--- src/rtl/victim_refresh_gen.sv ---
module victim_refresh_gen #(
  parameter int ROW_W = 14,
  parameter int RANKS = 2,
  localparam int RANK_W = (RANKS > 1) ? $clog2(RANKS) : 1,
  localparam int SUB_W = 9,
  localparam int NCAND = 8,
  localparam int IDX_W = $clog2(NCAND)
) (
  input  logic                 clk,
  input  logic                 rst_n,
  input  logic                 agg_valid,
  output logic                 agg_ready,
  input  logic [ROW_W-1:0]     agg_row,
  input  logic [RANK_W-1:0]    agg_rank,
  input  logic [2*RANKS-1:0]   rank_scheme,
  input  logic                 conservative,
  output logic                 req_valid,
  input  logic                 req_ready,
  output logic [ROW_W-1:0]     req_row
);

  function automatic logic [SUB_W-1:0] mirror(input logic [SUB_W-1:0] x);
    return {x[7], x[8], x[5], x[6], x[3], x[4], x[2:0]};
  endfunction

  function automatic logic [SUB_W-1:0] twist(input logic [SUB_W-1:0] x);
    return {x[8:3], x[2] ^ x[3], x[1] ^ x[3], x[0]};
  endfunction

  function automatic logic [SUB_W-1:0] to_phys(input logic [1:0] s, input logic [SUB_W-1:0] x);
    case (s)
      2'd0:    return x;
      2'd1:    return mirror(x);
      2'd2:    return twist(x);
      default: return twist(mirror(x));
    endcase
  endfunction

  function automatic logic [SUB_W-1:0] to_logic(input logic [1:0] s, input logic [SUB_W-1:0] x);
    case (s)
      2'd0:    return x;
      2'd1:    return mirror(x);
      2'd2:    return twist(x);
      default: return mirror(twist(x));
    endcase
  endfunction

  logic [1:0]             sel_scheme;
  logic [SUB_W-1:0]       lrow;
  logic [SUB_W-1:0]       cand_row [NCAND];
  logic [NCAND-1:0]       cand_en, cand_keep;
  logic [NCAND-1:0]       pend;
  logic [SUB_W-1:0]       q_row [NCAND];
  logic [ROW_W-SUB_W-1:0] q_hi;
  logic [IDX_W-1:0]       idx;
  logic                   accept, retire;

  assign sel_scheme = rank_scheme[2*int'(agg_rank) +: 2];
  assign lrow       = agg_row[SUB_W-1:0];

  for (genvar k = 0; k < NCAND; k++) begin : g_cand
    localparam logic [1:0] S  = 2'(k / 2);
    localparam bit         UP = (k % 2) == 1;
    logic [SUB_W-1:0] p;
    assign p           = to_phys(S, lrow);
    assign cand_en[k]  = (conservative || sel_scheme == S) &&
                         (UP ? (p != {SUB_W{1'b1}}) : (p != '0));
    assign cand_row[k] = to_logic(S, UP ? p + 1'b1 : p - 1'b1);
  end

  always_comb begin
    for (int k = 0; k < NCAND; k++) begin
      cand_keep[k] = cand_en[k];
      for (int j = 0; j < k; j++)
        if (cand_en[j] && cand_row[j] == cand_row[k]) cand_keep[k] = 1'b0;
    end
  end

  always_comb begin
    idx = '0;
    for (int k = NCAND - 1; k >= 0; k--)
      if (pend[k]) idx = IDX_W'(k);
  end

  assign agg_ready = (pend == '0);
  assign req_valid = |pend;
  assign req_row   = {q_hi, q_row[idx]};
  assign accept    = agg_valid && agg_ready;
  assign retire    = req_valid && req_ready;

  always_ff @(posedge clk or negedge rst_n) begin
    if (!rst_n) begin
      pend <= '0;
      q_hi <= '0;
      for (int k = 0; k < NCAND; k++) q_row[k] <= '0;
    end else if (accept) begin
      pend  <= cand_keep;
      q_hi  <= agg_row[ROW_W-1:SUB_W];
      q_row <= cand_row;
    end else if (retire) begin
      pend[idx] <= 1'b0;
    end
  end

  assert_busy_blocks_accept_R9: assert property (@(posedge clk) disable iff (!rst_n)
    req_valid |-> !agg_ready);
  assert_accept_starts_list_R9: assert property (@(posedge clk) disable iff (!rst_n)
    accept |=> req_valid);
  assert_hold_when_stalled_R10: assert property (@(posedge clk) disable iff (!rst_n)
    (req_valid && !req_ready) |=> (req_valid && $stable(req_row)));
  assert_one_row_per_handshake_R7: assert property (@(posedge clk) disable iff (!rst_n)
    retire |=> ($countones(pend) == $countones($past(pend)) - 1));

endmodule

--- config.mk ---
export PLATFORM = sky130hd
export DESIGN_NAME = victim_refresh_gen
export DESIGN_NICKNAME = d
export VERILOG_FILES = /design/src/rtl/victim_refresh_gen.sv
export SDC_FILE = /design/constraint.sdc
export NUM_CORES = 1
export LEC_CHECK = 0
export ABC_CLOCK_PERIOD_IN_PS = 2480
export BUFFER_PORTS_ARGS = -buffer_cell sky130_fd_sc_hd__buf_2
export CAP_MARGIN = 15
export CORE_ASPECT_RATIO = 1.25
export CORE_MARGIN = 3
export CORE_UTILIZATION = 37
export DETAILED_ROUTE_END_ITERATION = 12
export HOLD_SLACK_MARGIN = 0.12
export SYNTH_ARGS = -nofsm -noshare
export SYNTH_HDL_FRONTEND = slang
export SYNTH_SLANG_ARGS = --single-unit
--- constraint.sdc ---
create_clock -name clk -period 2.48 [get_ports clk]
set_input_delay 0.124 -clock clk [delete_from_list [all_inputs] [get_ports clk]]
set_output_delay 0.124 -clock clk [all_outputs]
set_load 0.02 [all_outputs]
# == Yosys cells after proc, flatten, opt, wreduce, memory -nomap -nowiden ==
# Cells that the tools add are included.
# totals
reg_bits,85
latch_bits,0
ram_bits,0
rom_bits,0
out_inout_bits,16
word_cells,165
memories,0
# op_classes
add_sub_neg,8
mul,0
n_div,0
n_lt_le_gt_ge,3
eq_ne,35
shift,1
n_mux,43
bitwise_logic,15
n_reduce_logical,50
# op_table
operator,n
$eq 9x9->1,28
$logic_and 1x1->1,39
$add 9x1->9 const B,4
$ne 9x9->1 const B,4
$sub 9x1->9 const B,4
$mux 1,29
$bmux 9 s3,1
$reduce_bool 9->1,3
$mux 3,8
$mux 9,2
$mux 8,2
$xor 1x1->1,12
$and 8x8->8,1
$logic_not 8->1,1
$not 8->8,1
$reduce_or 8->1,1
$eq 2x2->1 const B,2
$ge 4x4->1 const B,1
$logic_or 1x1->1,4
$lt 3x4->1 const B,1
$not 3->4,1
$shiftx 4x3->2,1
$demux 1 s3,1
$ge 3x1->1 const B,1
other kinds (3),3

# == Longest topological paths before layout ==
# Gate-level depths: netlist (run 1).
# logic_depth
depth_word,16
ltp_mapped,14

# == Least setup slack after synthesis (run 1) ==
# Ideal clock, no wire load.
# synth_path
path_kind,input -> register
from,in agg_row[3]
to,reg pend[5]
setup_time_ps,120
arrival_ps,2924
required_ps,2360
setup_slack_ps,-565
cell_stages,13
path_cell_list,buf_6 xor2_2 ha_1 nand2_1 nor3_1 ha_1 xnor2_1 xnor2_1 a31oi_1 o31ai_1 a41oi_1 or3_1 a41o_1
# synth_rtl
element,line,source
"start, declared",13,"input logic [ROW_W-1:0] agg_row,"
"end signal, assigned",97,pend <= cand_keep;
"end, declared",52,logic [NCAND-1:0] pend;

# == Worst setup path in the final report (run 1) ==
# layout_path
from,reg pend[6]
to,out req_row[3]
# layout_between
elab_chain_cells,11
# layout_lines
element,line,source
$mux 3 (7 in series),82,if (pend[k]) idx = IDX_W'(k);
$not 3->4 (implied by the code),87,"assign req_row = {q_hi, q_row[idx]};"
$bmux 9 s3,87,
$mux 9 (implied by the code) (2 in series),87,
"end, declared",19,output logic [ROW_W-1:0] req_row
# Every way passes these cells. The select of a mux whose other input is x is not followed.

==> impl_metrics.tcl, run 1 <==
set metrics [dict create \
    grt_pass1_wl_um 37500 \
    cap_violations 0 \
    num_rows 54 \
    place_ws_ns -0.252 \
    final_util_pct 50.5 \
    grt.overflow.total 0 \
    die_w_um 126 \
    cts_root_buf "clkbuf_16" \
    initial_core_util_pct 38.0 \
    synth.avg_cell_area_um2 8.43 \
    antenna_left 0 \
    postSynthCellCount 796 \
    antenna_found_initial 0 \
    yosysTopAreaCell "dfrtp_1" \
    hold_depth 3 \
    cts_sinks 74 \
    area_growth_syn_to_layout_pct 32.8 \
    synth_compound_area_share_pct 16.0 \
    r2r_end "q_row[13]" \
    htreeDepth 3 \
    nets 1011 \
    rsz0062_at_grt "yes" \
    worstHoldStart "req_ready" \
    syn-num-nets 839 \
    synth_top_family_by_area "simple AND/OR/NAND/NOR gates" \
    worstMarginPinSlew_ns 0.971 \
    comb_power_share_pct 62.3 \
    cts_buffer_depth 2 \
    fillerInstances 1695 \
    p_per_area_nw_per_um2 1090 \
    port_buffers 39 \
    dp_hpwl_um 18900 \
    netlist_top_cells_area "dfrtp_1 (28%), xnor2_1 (8.9%), xor2_1 (6.8%)" \
    synth_most_common_cell "nand2_1" \
    synth-seq-area-share_pct 27.6 \
    crit_buf_inv 3 \
    ioPinCount 40 \
    net-switching-power_mw 4.02 \
    routed_wl_um 24800 \
    p_leak_nw 3.89 \
    crit_type "flip-flop to primary output" \
    ys.flop_type "dfrtp_1" \
    cts_tree "done" \
    relSlewSlack_pct 35.2 \
    arrival_ns 2.37 \
    cts_made_buffers 9 \
    clkPwrFrac_pct 15.0 \
    synthSimpleGateAreaFrac_pct 23.3 \
    synth_cell_types 86 \
    rr_worst_depth 8 \
    viasPerCell 5.55 \
    hold_class "primary input to flip-flop" \
    sw_frac_of_total_pct 41.5 \
    fin_skew_ns 0.00901 \
    slew_violations 0 \
    path_clk_slew_ns 0.06 \
    p_seq_share_pct 22.7 \
    gp_congestion 0.987 \
    fin_crit_sh_pct 100 \
    period_needed_ns 2.49 \
    synth_area_um2 6710 \
    end_kind "primary output" \
    coreArea_um2 17600 \
    drc_errors 0 \
    diodes 0 \
    wire_per_inst_um 20.7 \
    hold_viol_final 0 \
    path_cells "nand2b_4, a21oi_2, o21bai_2, a21oi_4, buf_6, buf_12, mux2i_4, o22ai_2, or2_4, buf_6" \
    critPathTopFamily "compound AO/OA/AOI/OAI gates" \
    grt_usage_pct 24.9 \
    crit_path_frequent_cell "buf_6" \
    yosys.area.top_type_share_pct 27.6 \
    dr_total_vias 6646 \
    r2r-start "pend[6]" \
    first_pass_iters 6 \
    die_h_um 157 \
    critPathMaxStageDelay_ns 0.38 \
    violations "negative setup slack" \
    ir_worst_vdd_mv 0.750 \
    drtIter0Drc 503 \
    p_int_mw 5.66 \
    dieArea_um2 19800 \
    crit_required_ns 2.36 \
    cpMaxStageDelayCell "dfrtp_1" \
    fin_ws_ns -0.0116 \
    synth-xor-area-share_pct 17.5 \
    clock_latency_ns 0.34 \
    layout-drive-gt1-share_pct 31.4 \
    synth_edf_count 0 \
    rrSetupSlack_ns 0.40 \
    grt_pass1_vias 6463 \
    status "complete, but fails checks" \
    grt_max_degree 75 \
    setup_viol 2 \
    synth_seq_cells 74 \
    start_kind "flip-flop" \
    synth_mux_area_share_pct 5.61 \
    ys_warn_count 0 \
    max_freq_mhz 401 \
    yosys-top-cells-count "nand2_1 (93), nor2_1 (80), dfrtp_1 (74), xnor2_1 (68), a21oi_1 (54)" \
    async_flop_share_pct 100 \
    cp_max_fo 8 \
    synth_fa_ha_area_share_pct 3.54 \
    worstHoldEndpoint "pend[2]" \
]
-- layer usage --
layer	share of wire (%)	routed length, um	GRT usage [%]	vias up
met4	5.9	1470	13.7	0
met5	0	0	0	-
met1	40	9970	30.6	3180
met2	49	12100	42.5	266
li1	-	-	-	3117
met3	4.8	1200	2.66	83
-- power by group through the flow --
| stage | clock, mW | sequential, mW | combinational, mW |
|---|---|---|---|
| floorplan | 0 | 2.10 | 3.24 |
| global placement | 0 | 2.12 | 4.69 |
| detailed placement | 0 | 2.15 | 4.73 |
| CTS | 1.48 | 2.16 | 5.97 |
| global route | 1.53 | 2.26 | 6.50 |
| finish | 1.46 | 2.20 | 6.03 |
-- flip-flops by register name, summed over array words and instances (netlist names) --
signal	cells
q_hi	5
q_row	61
pend	8
-- logic make-up (layout without fill, tap and decap cells) --
group	after synthesis	in the layout
compound gates	161	161
simple gates	303	303
flops	74	74
buf+inv	76	253
mux	37	37
xor+xnor	126	126
fa+ha+maj	19	19
-- cells in the final DEF, fill, tap and decap left out, types with 4 or more instances in the layout --
master,synthesis,routed
nand2b_1,8,7
o211ai_1,7,7
nor4_1,9,9
buf_12,2,5
nand4_1,9,9
nand2_1,93,92
mux2i_2,0,6
nand3b_1,4,4
buf_6,10,8
nand3_1,24,24
nand2_2,4,4
a31oi_1,6,6
a21oi_1,54,52
or4_1,6,6
o22ai_1,14,11
mux2i_1,35,26
nor3_1,15,13
inv_1,14,14
dlygate4sd3_1,0,6
clkbuf_16,0,9
xnor2_1,68,66
buf_4,3,167
ha_1,19,14
nor2_1,80,79
or3_1,5,5
nor2b_1,4,4
o2111ai_1,4,4
xor2_1,52,51
dfrtp_1,74,73
o31ai_1,7,7
or2_4,0,6
o21ai_0,28,26
buf_2,25,31
-- worst reg2reg max path, stage by stage (launching register included) --
cell	delay, ns
dfrtp_1	0.38
buf_4	0.13
buf_4	0.13
nor4_1	0.29
buf_4	0.19
and3_4	0.35
buf_12	0.30
nor2_1	0.12
a21oi_1	0.12
-- through the flow --
stage          total power [mW]  cells  setup TNS (ns)  hold slack [ns]  instance area, um^2
3_3_place_gp               6.81   1164          -0.716            0.316                 8200
3_5_place_dp               6.88   1164          -0.802            0.318                 8200
5_1_grt                    10.3   1197          -0.448            0.154                 8900
4_1_cts                    9.62   1198               0            0.130                 8860
6_report                   9.68   1197         -0.0135            0.145                 8900
2_1_floorplan              5.34    796          -0.111           -0.172                 6840
-- cell type report --
cell class | instances | area (um^2) | share of cell area [%]
multi-input cells | 646 | 4680 | 52.6
clock buffers | 12 | 256 | 2.88
well taps | 224 | 280 | 3.15
clock inverters | 4 | 73.8 | 0.829
inverters | 18 | 67.6 | 0.759
repair buffers | 219 | 1690 | 19.0
flip-flops and latches | 74 | 1850 | 20.8
-- what timing repair did --
| action | CTS | global route |
|---|---|---|
| hold buffers | 6 | 0 |
| gates resized for setup | 30 | 20 |
| cloned | 3 | 0 |
| buffers inserted | 9 | 2 |
| endpoints found under the hold margin | 79 | 0 |
| endpoints found under the setup margin | 8 | 10 |
| pin swaps | 6 | 15 |
-- worst max path at each step --
| stage | endpoint | depth (start not counted) | slack, ns | start |
|---|---|---|---|---|
| 4_1_cts | req_row[7] | 11 | 0.003 | pend[6] |
| 3_5_place_dp | pend[5] | 12 | -0.25 | agg_row[3] |
| 3_3_place_gp | pend[5] | 12 | -0.22 | agg_row[3] |
| 2_1_floorplan | pend[5] | 13 | -0.11 | agg_row[3] |
| 5_1_grt | req_row[8] | 10 | -0.1 | pend[6] |
| 6_report | req_row[3] | 10 | -0.01 | pend[6] |
Power figures use the tool's default switching activity.
==> run 2: changes to the inputs <==
PLACE_DENSITY = 0.57   (was default)
REMOVE_ABC_BUFFERS = 1   (was default)
==> run 2 against run 1 <==
The flow now finishes without violations. Wire length is 2.8% higher. Count of clock-buffer cells in the layout is the same. Worst hold slack better by 0.11 ns. Setup slack improved by 0.026 ns. Maximum frequency is 1.1% higher. Clock skew decreased by 0.00079 ns. Largest cell class unchanged.
==> impl_metrics.tcl, run 2 (synthesis gave the netlist of run 1 again) <==
set metrics [dict create \
    status "finished, final reports clean" \
    worstMarginPinSlew_ns 0.986 \
    htreeDepth 3 \
    grt_usage_pct 25.9 \
    routed_wl_um 25500 \
    diodes 0 \
    grt_max_degree 84 \
    cts_root_buf "clkbuf_16" \
    area_growth_syn_to_layout_pct 36.7 \
    start_kind "flip-flop" \
    rsz0062_at_grt "yes" \
    worstHoldStart "agg_valid" \
    regMostFlops "q_row" \
    wire_per_inst_um 20.9 \
    max_freq_mhz 406 \
    cp_max_fo 13 \
    grt.overflow.total 0 \
    antenna_left 0 \
    hold_class "primary input to flip-flop" \
    rr_worst_depth 9 \
    final_cell_mix "buf_4 (185), nand2_1 (91), nor2_1 (79), dfrtp_1 (74), xnor2_1 (61)" \
    critPathMaxStageDelay_ns 0.38 \
    place_ws_ns -0.436 \
    initial_core_util_pct 38.0 \
    coreArea_um2 17600 \
    mostFrequentLayoutCell "buf_4" \
    dieArea_um2 19800 \
    num_rows 54 \
    arrival_ns 2.34 \
    port_buffers 39 \
    viasPerCell 5.48 \
    p_leak_nw 4.06 \
    worstHoldEndpoint "pend[5]" \
    drc_errors 0 \
    layout-drive-gt1-share_pct 34.3 \
    path_cells "nand2b_4, a21oi_4, o21bai_2, a21oi_4, buf_12, mux2i_2, o22ai_1, or2_2, buf_2" \
    crit_buf_inv 2 \
    cts_sinks 74 \
    critPathTopFamily "compound AO/OA/AOI/OAI gates" \
    ir_worst_vdd_mv 0.502 \
    cpMaxStageDelayCell "dfrtp_1" \
    reg_top3 "q_row: 61 flops, pend: 8 flops, q_hi: 5 flops" \
    relSlewSlack_pct 34.3 \
    grt_pass1_wl_um 38800 \
    end_kind "primary output" \
    path_clk_slew_ns 0.06 \
    die_w_um 126 \
    dp.cells 1191 \
    r2r_end "pend[6]" \
    period_needed_ns 2.47 \
    fin_skew_ns 0.00821 \
    fillerInstances 1740 \
    p_per_area_nw_per_um2 1020 \
    hold_viol_final 0 \
    rrSetupSlack_ns 0.52 \
    crit_type "flip-flop to primary output" \
    die_h_um 157 \
    gp_congestion 1.01 \
    fin_crit_sh_pct 99.4 \
    crit_required_ns 2.36 \
    first_pass_iters 5 \
    r2r-start "pend[6]" \
    hold_depth 3 \
    cap_violations 0 \
    antenna_found_initial 0 \
    crit_path_frequent_cell "a21oi_4" \
    multi_input_area_um2 4710 \
    largest_register_ffs 61 \
    clock_latency_ns 0.35 \
    fin_ws_ns 0.0148 \
    drtIter0Drc 413 \
    cts_buffer_depth 2 \
    p_total_mw 9.35 \
    stdcell_count 1221 \
    nets 1035 \
    slew_violations 0 \
    seq_area_um2 1850 \
    dr_total_vias 6697 \
    ioPinCount 40 \
    cts_made_buffers 9 \
    setup_viol 0 \
    cts_tree "done" \
    dp_hpwl_um 19400 \
    grt_pass1_vias 6503 \
]
run 2: cell count changes in the layout (fill, tap and decap cells not counted), sizes merged:
cell | before | now
buf | 212 | 235
bufinv | 2 | 3
dlygate4sd3 | 6 | 7
clkinv | 4 | 3
run 2: what timing repair did:
item,4_1_cts,5_1_grt
pin swaps,1,23
cloned,2,2
endpoints found under the setup margin,11,12
endpoints found under the hold margin,81,0
buffers inserted,2,2
resized for setup,19,54
hold buffers,7,0
run 2: cell type report:
cell class / count / area share (%)
Tap cell: 224 / 3.06
Inverter: 18 / 0.737
Clock buffer: 12 / 2.69
Multi-Input combinational cell: 646 / 51.4
Timing Repair Buffer: 243 / 20.8
Clock inverter: 4 / 1.08
Sequential cell: 74 / 20.2
run 2: worst reg2reg max path, stage by stage (launching register included):
cell,delay [ns]
dfrtp_1,0.38
buf_4,0.14
nor4_1,0.26
buf_4,0.17
nand2_1,0.06
inv_1,0.06
nand2_1,0.20
nor2_1,0.20
o31ai_2,0.09
o41ai_2,0.30
run 2: worst max-delay path by stage:
| stage | startpoint | end | slack, ns | cells after the start |
|---|---|---|---|---|
| 5_1_grt | pend[6] | req_row[3] | -0.07 | 9 |
| 6_report | pend[6] | req_row[3] | 0.01 | 9 |
| 4_1_cts | pend[6] | req_row[3] | -0.01 | 9 |
| 2_1_floorplan | pend[6] | req_row[3] | -1.42 | 7 |
| 3_5_place_dp | agg_row[1] | pend[4] | -0.44 | 11 |
| 3_3_place_gp | agg_row[1] | pend[4] | -0.42 | 11 |
run 2: metrics by stage:
step	TNS [ns]	hold slack (ns)	cell area, um^2	utilization, %
floorplan	-53.43	-0.172	6340	-
global placement	-1.61	0.314	8320	47.2
detailed placement	-1.73	0.322	8320	47.2
CTS	-0.0104	0.251	8870	50.3
global route	-0.495	0.282	9170	52.0
finish	0	0.255	9170	52.0
run 2: layer usage:
metal | wire [um] | GRT usage, % | up-vias
met5 | 0 | 0 | -
met3 | 931 | 3.35 | 82
met4 | 1400 | 12.4 | 0
li1 | - | - | 3171
met2 | 12500 | 44.3 | 210
met1 | 10600 | 32.2 | 3234
run 2: where the power goes:
part           internal, mW  total, mW  switching [mW]  leakage (nW)
Combinational          2.63       5.66            3.03          3.02
Sequential             1.79       2.14           0.345         0.871
Clock                  1.01       1.55           0.534         0.167
Total                  5.44       9.35            3.91          4.06
==> run 3: changes to the inputs <==
CAP_MARGIN = 30   (was 15)
CORE_MARGIN = default   (was 3)
==> run 3 against run 2 <==
Wire length is 3.5% lower. Clock skew is 0.00074 ns higher. Count of clock-buffer cells in the layout is 3 lower. Setup slack worse by 0.011 ns. Register-to-register slack better by 0.05 ns. Combinational power is 7.8% lower. Via count is 2.6% lower. First-iteration DRC count is 15% higher. Non-clock buffer count is 7 higher. Critical path depth stayed put. Total power is 4.5% lower. Largest cell class unchanged. Highest routed layer unchanged.
==> impl_metrics.tcl, run 3 (synthesis gave the netlist of run 1 again) <==
set metrics [dict create \
    status "finished, final reports clean" \
    arrival_ns 2.35 \
    hold_viol_final 0 \
    worstHoldStart "agg_valid" \
    coreArea_um2 17600 \
    die_h_um 153 \
    final_cell_mix "buf_4 (195), nand2_1 (92), nor2_1 (80), dfrtp_1 (74), xnor2_1 (66)" \
    setup_tns_ns 0 \
    rr_worst_depth 9 \
    antenna_left 0 \
    grt_pass1_vias 6590 \
    nets 1042 \
    dieArea_um2 18700 \
    grt.overflow.total 0 \
    relSlewSlack_pct 51.3 \
    end_kind "primary output" \
    dp_hpwl_um 19500 \
    r2r_end "pend[5]" \
    ioPinCount 40 \
    stdcell_count 1227 \
    cp_max_fo 18 \
    path_clk_slew_ns 0.06 \
    grt_pass1_wl_um 38400 \
    drc_errors 0 \
    rrSetupSlack_ns 0.57 \
    hold_class "primary input to flip-flop" \
    r2r-start "pend[6]" \
    seq_area_um2 1850 \
    fillerInstances 1698 \
    wire_per_inst_um 20.0 \
    ir_worst_vdd_mv 0.633 \
    p_leak_nw 4.06 \
    diodes 0 \
    die_w_um 122 \
    port_buffers 39 \
    cts_made_buffers 9 \
    period_needed_ns 2.48 \
    cts_sinks 74 \
    start_kind "flip-flop" \
    cts_buffer_depth 2 \
    viasPerCell 5.31 \
    slew_violations 0 \
    regMostFlops "q_row" \
    mostFrequentLayoutCell "buf_4" \
    antenna_found_initial 0 \
    num_rows 54 \
    gp_congestion 0.960 \
    fin_skew_ns 0.00895 \
    setup_viol 0 \
    p_per_area_nw_per_um2 987 \
    dp.cells 1199 \
    grt_max_degree 60 \
    htreeDepth 3 \
    cap_violations 0 \
    crit_required_ns 2.36 \
    max_freq_mhz 404 \
    grt_usage_pct 27.5 \
    first_pass_iters 5 \
    fin_crit_sh_pct 99.8 \
    clock_latency_ns 0.34 \
    rsz0062_at_grt "yes" \
    area_growth_syn_to_layout_pct 34.9 \
    worstHoldEndpoint "pend[4]" \
    reg_top3 "q_row: 61 flops, pend: 8 flops, q_hi: 5 flops" \
    final_util_pct 51.5 \
    dr_total_vias 6520 \
    largest_register_ffs 61 \
    hold_depth 3 \
    cts_root_buf "clkbuf_16" \
    layout-drive-gt1-share_pct 32.2 \
    routed_wl_um 24600 \
    initial_core_util_pct 38.2 \
    multi_input_area_um2 4560 \
    drtIter0Drc 473 \
    worstMarginPinSlew_ns 0.728 \
    cts_tree "done" \
    crit_type "flip-flop to primary output" \
]
## run 3: changes by cell type in the layout (fill, tap and decap cells not counted), moves of 5 or more
cell / before / now
buf_6: 9 / 3
ha_1: 12 / 17
xnor2_2: 9 / 3
xnor2_1: 61 / 66
buf_4: 185 / 195
## run 3: critical path: stages (launching register included)
cell	delay (ns)
dfrtp_1	0.41
nand2b_4	0.15
a21oi_2	0.14
o21bai_2	0.09
a21oi_4	0.20
buf_12	0.20
mux2i_1	0.23
o22ai_1	0.10
or2_2	0.30
buf_2	0.16
## run 3: where the power goes
| part | internal, mW | switching, mW |
|---|---|---|
| Sequential | 1.79 | 0.365 |
| Clock | 0.984 | 0.566 |
| Combinational | 2.39 | 2.83 |
| Total | 5.17 | 3.76 |
## run 3: worst max-delay path by stage
stage / cells past startpoint / start / end
2_1_floorplan: 7 / pend[6] / req_row[3]
3_3_place_gp: 13 / agg_row[1] / pend[5]
3_5_place_dp: 13 / agg_row[1] / pend[5]
4_1_cts: 10 / pend[6] / req_row[5]
5_1_grt: 15 / agg_row[1] / pend[7]
6_report: 9 / pend[6] / req_row[3]
## run 3: what timing repair did
action | CTS | global route
buffers inserted | 3 | 2
endpoints found under the hold margin | 69 | 0
cloned | 1 | 0
resized for setup | 3 | 27
hold buffers | 7 | 0
pin swaps | 2 | 16
endpoints found under the setup margin | 7 | 11
## run 3: layer usage
| metal | GRT usage [%] | part of all wire, % |
|---|---|---|
| met1 | 34.5 | 41 |
| met4 | 15.8 | 6.4 |
| met3 | 2.73 | 4.0 |
| met2 | 45.5 | 49 |
| met5 | 0 | 0 |
## run 3: stage by stage
step | hold slack, ns | instance area (um^2) | power [mW] | worst slack [ns]
5_1_grt | 0.208 | 9050 | 9.57 | -0.107
3_5_place_dp | 0.0811 | 8430 | 7.03 | -0.370
3_3_place_gp | 0.314 | 8400 | 6.95 | -0.360
6_report | 0.191 | 9050 | 8.93 | 0.00390
4_1_cts | 0.187 | 8900 | 8.85 | -0.0144
2_1_floorplan | -0.172 | 6340 | 4.91 | -1.42
## run 3: cell type report
class | instances | share of cell area (%)
clock inverters | 6 | 1.27
flip-flops and latches | 74 | 20.5
multi-input cells | 646 | 50.4
inverters | 18 | 0.747
clock buffers | 9 | 2.49
well taps | 224 | 3.10
repair buffers | 250 | 21.5
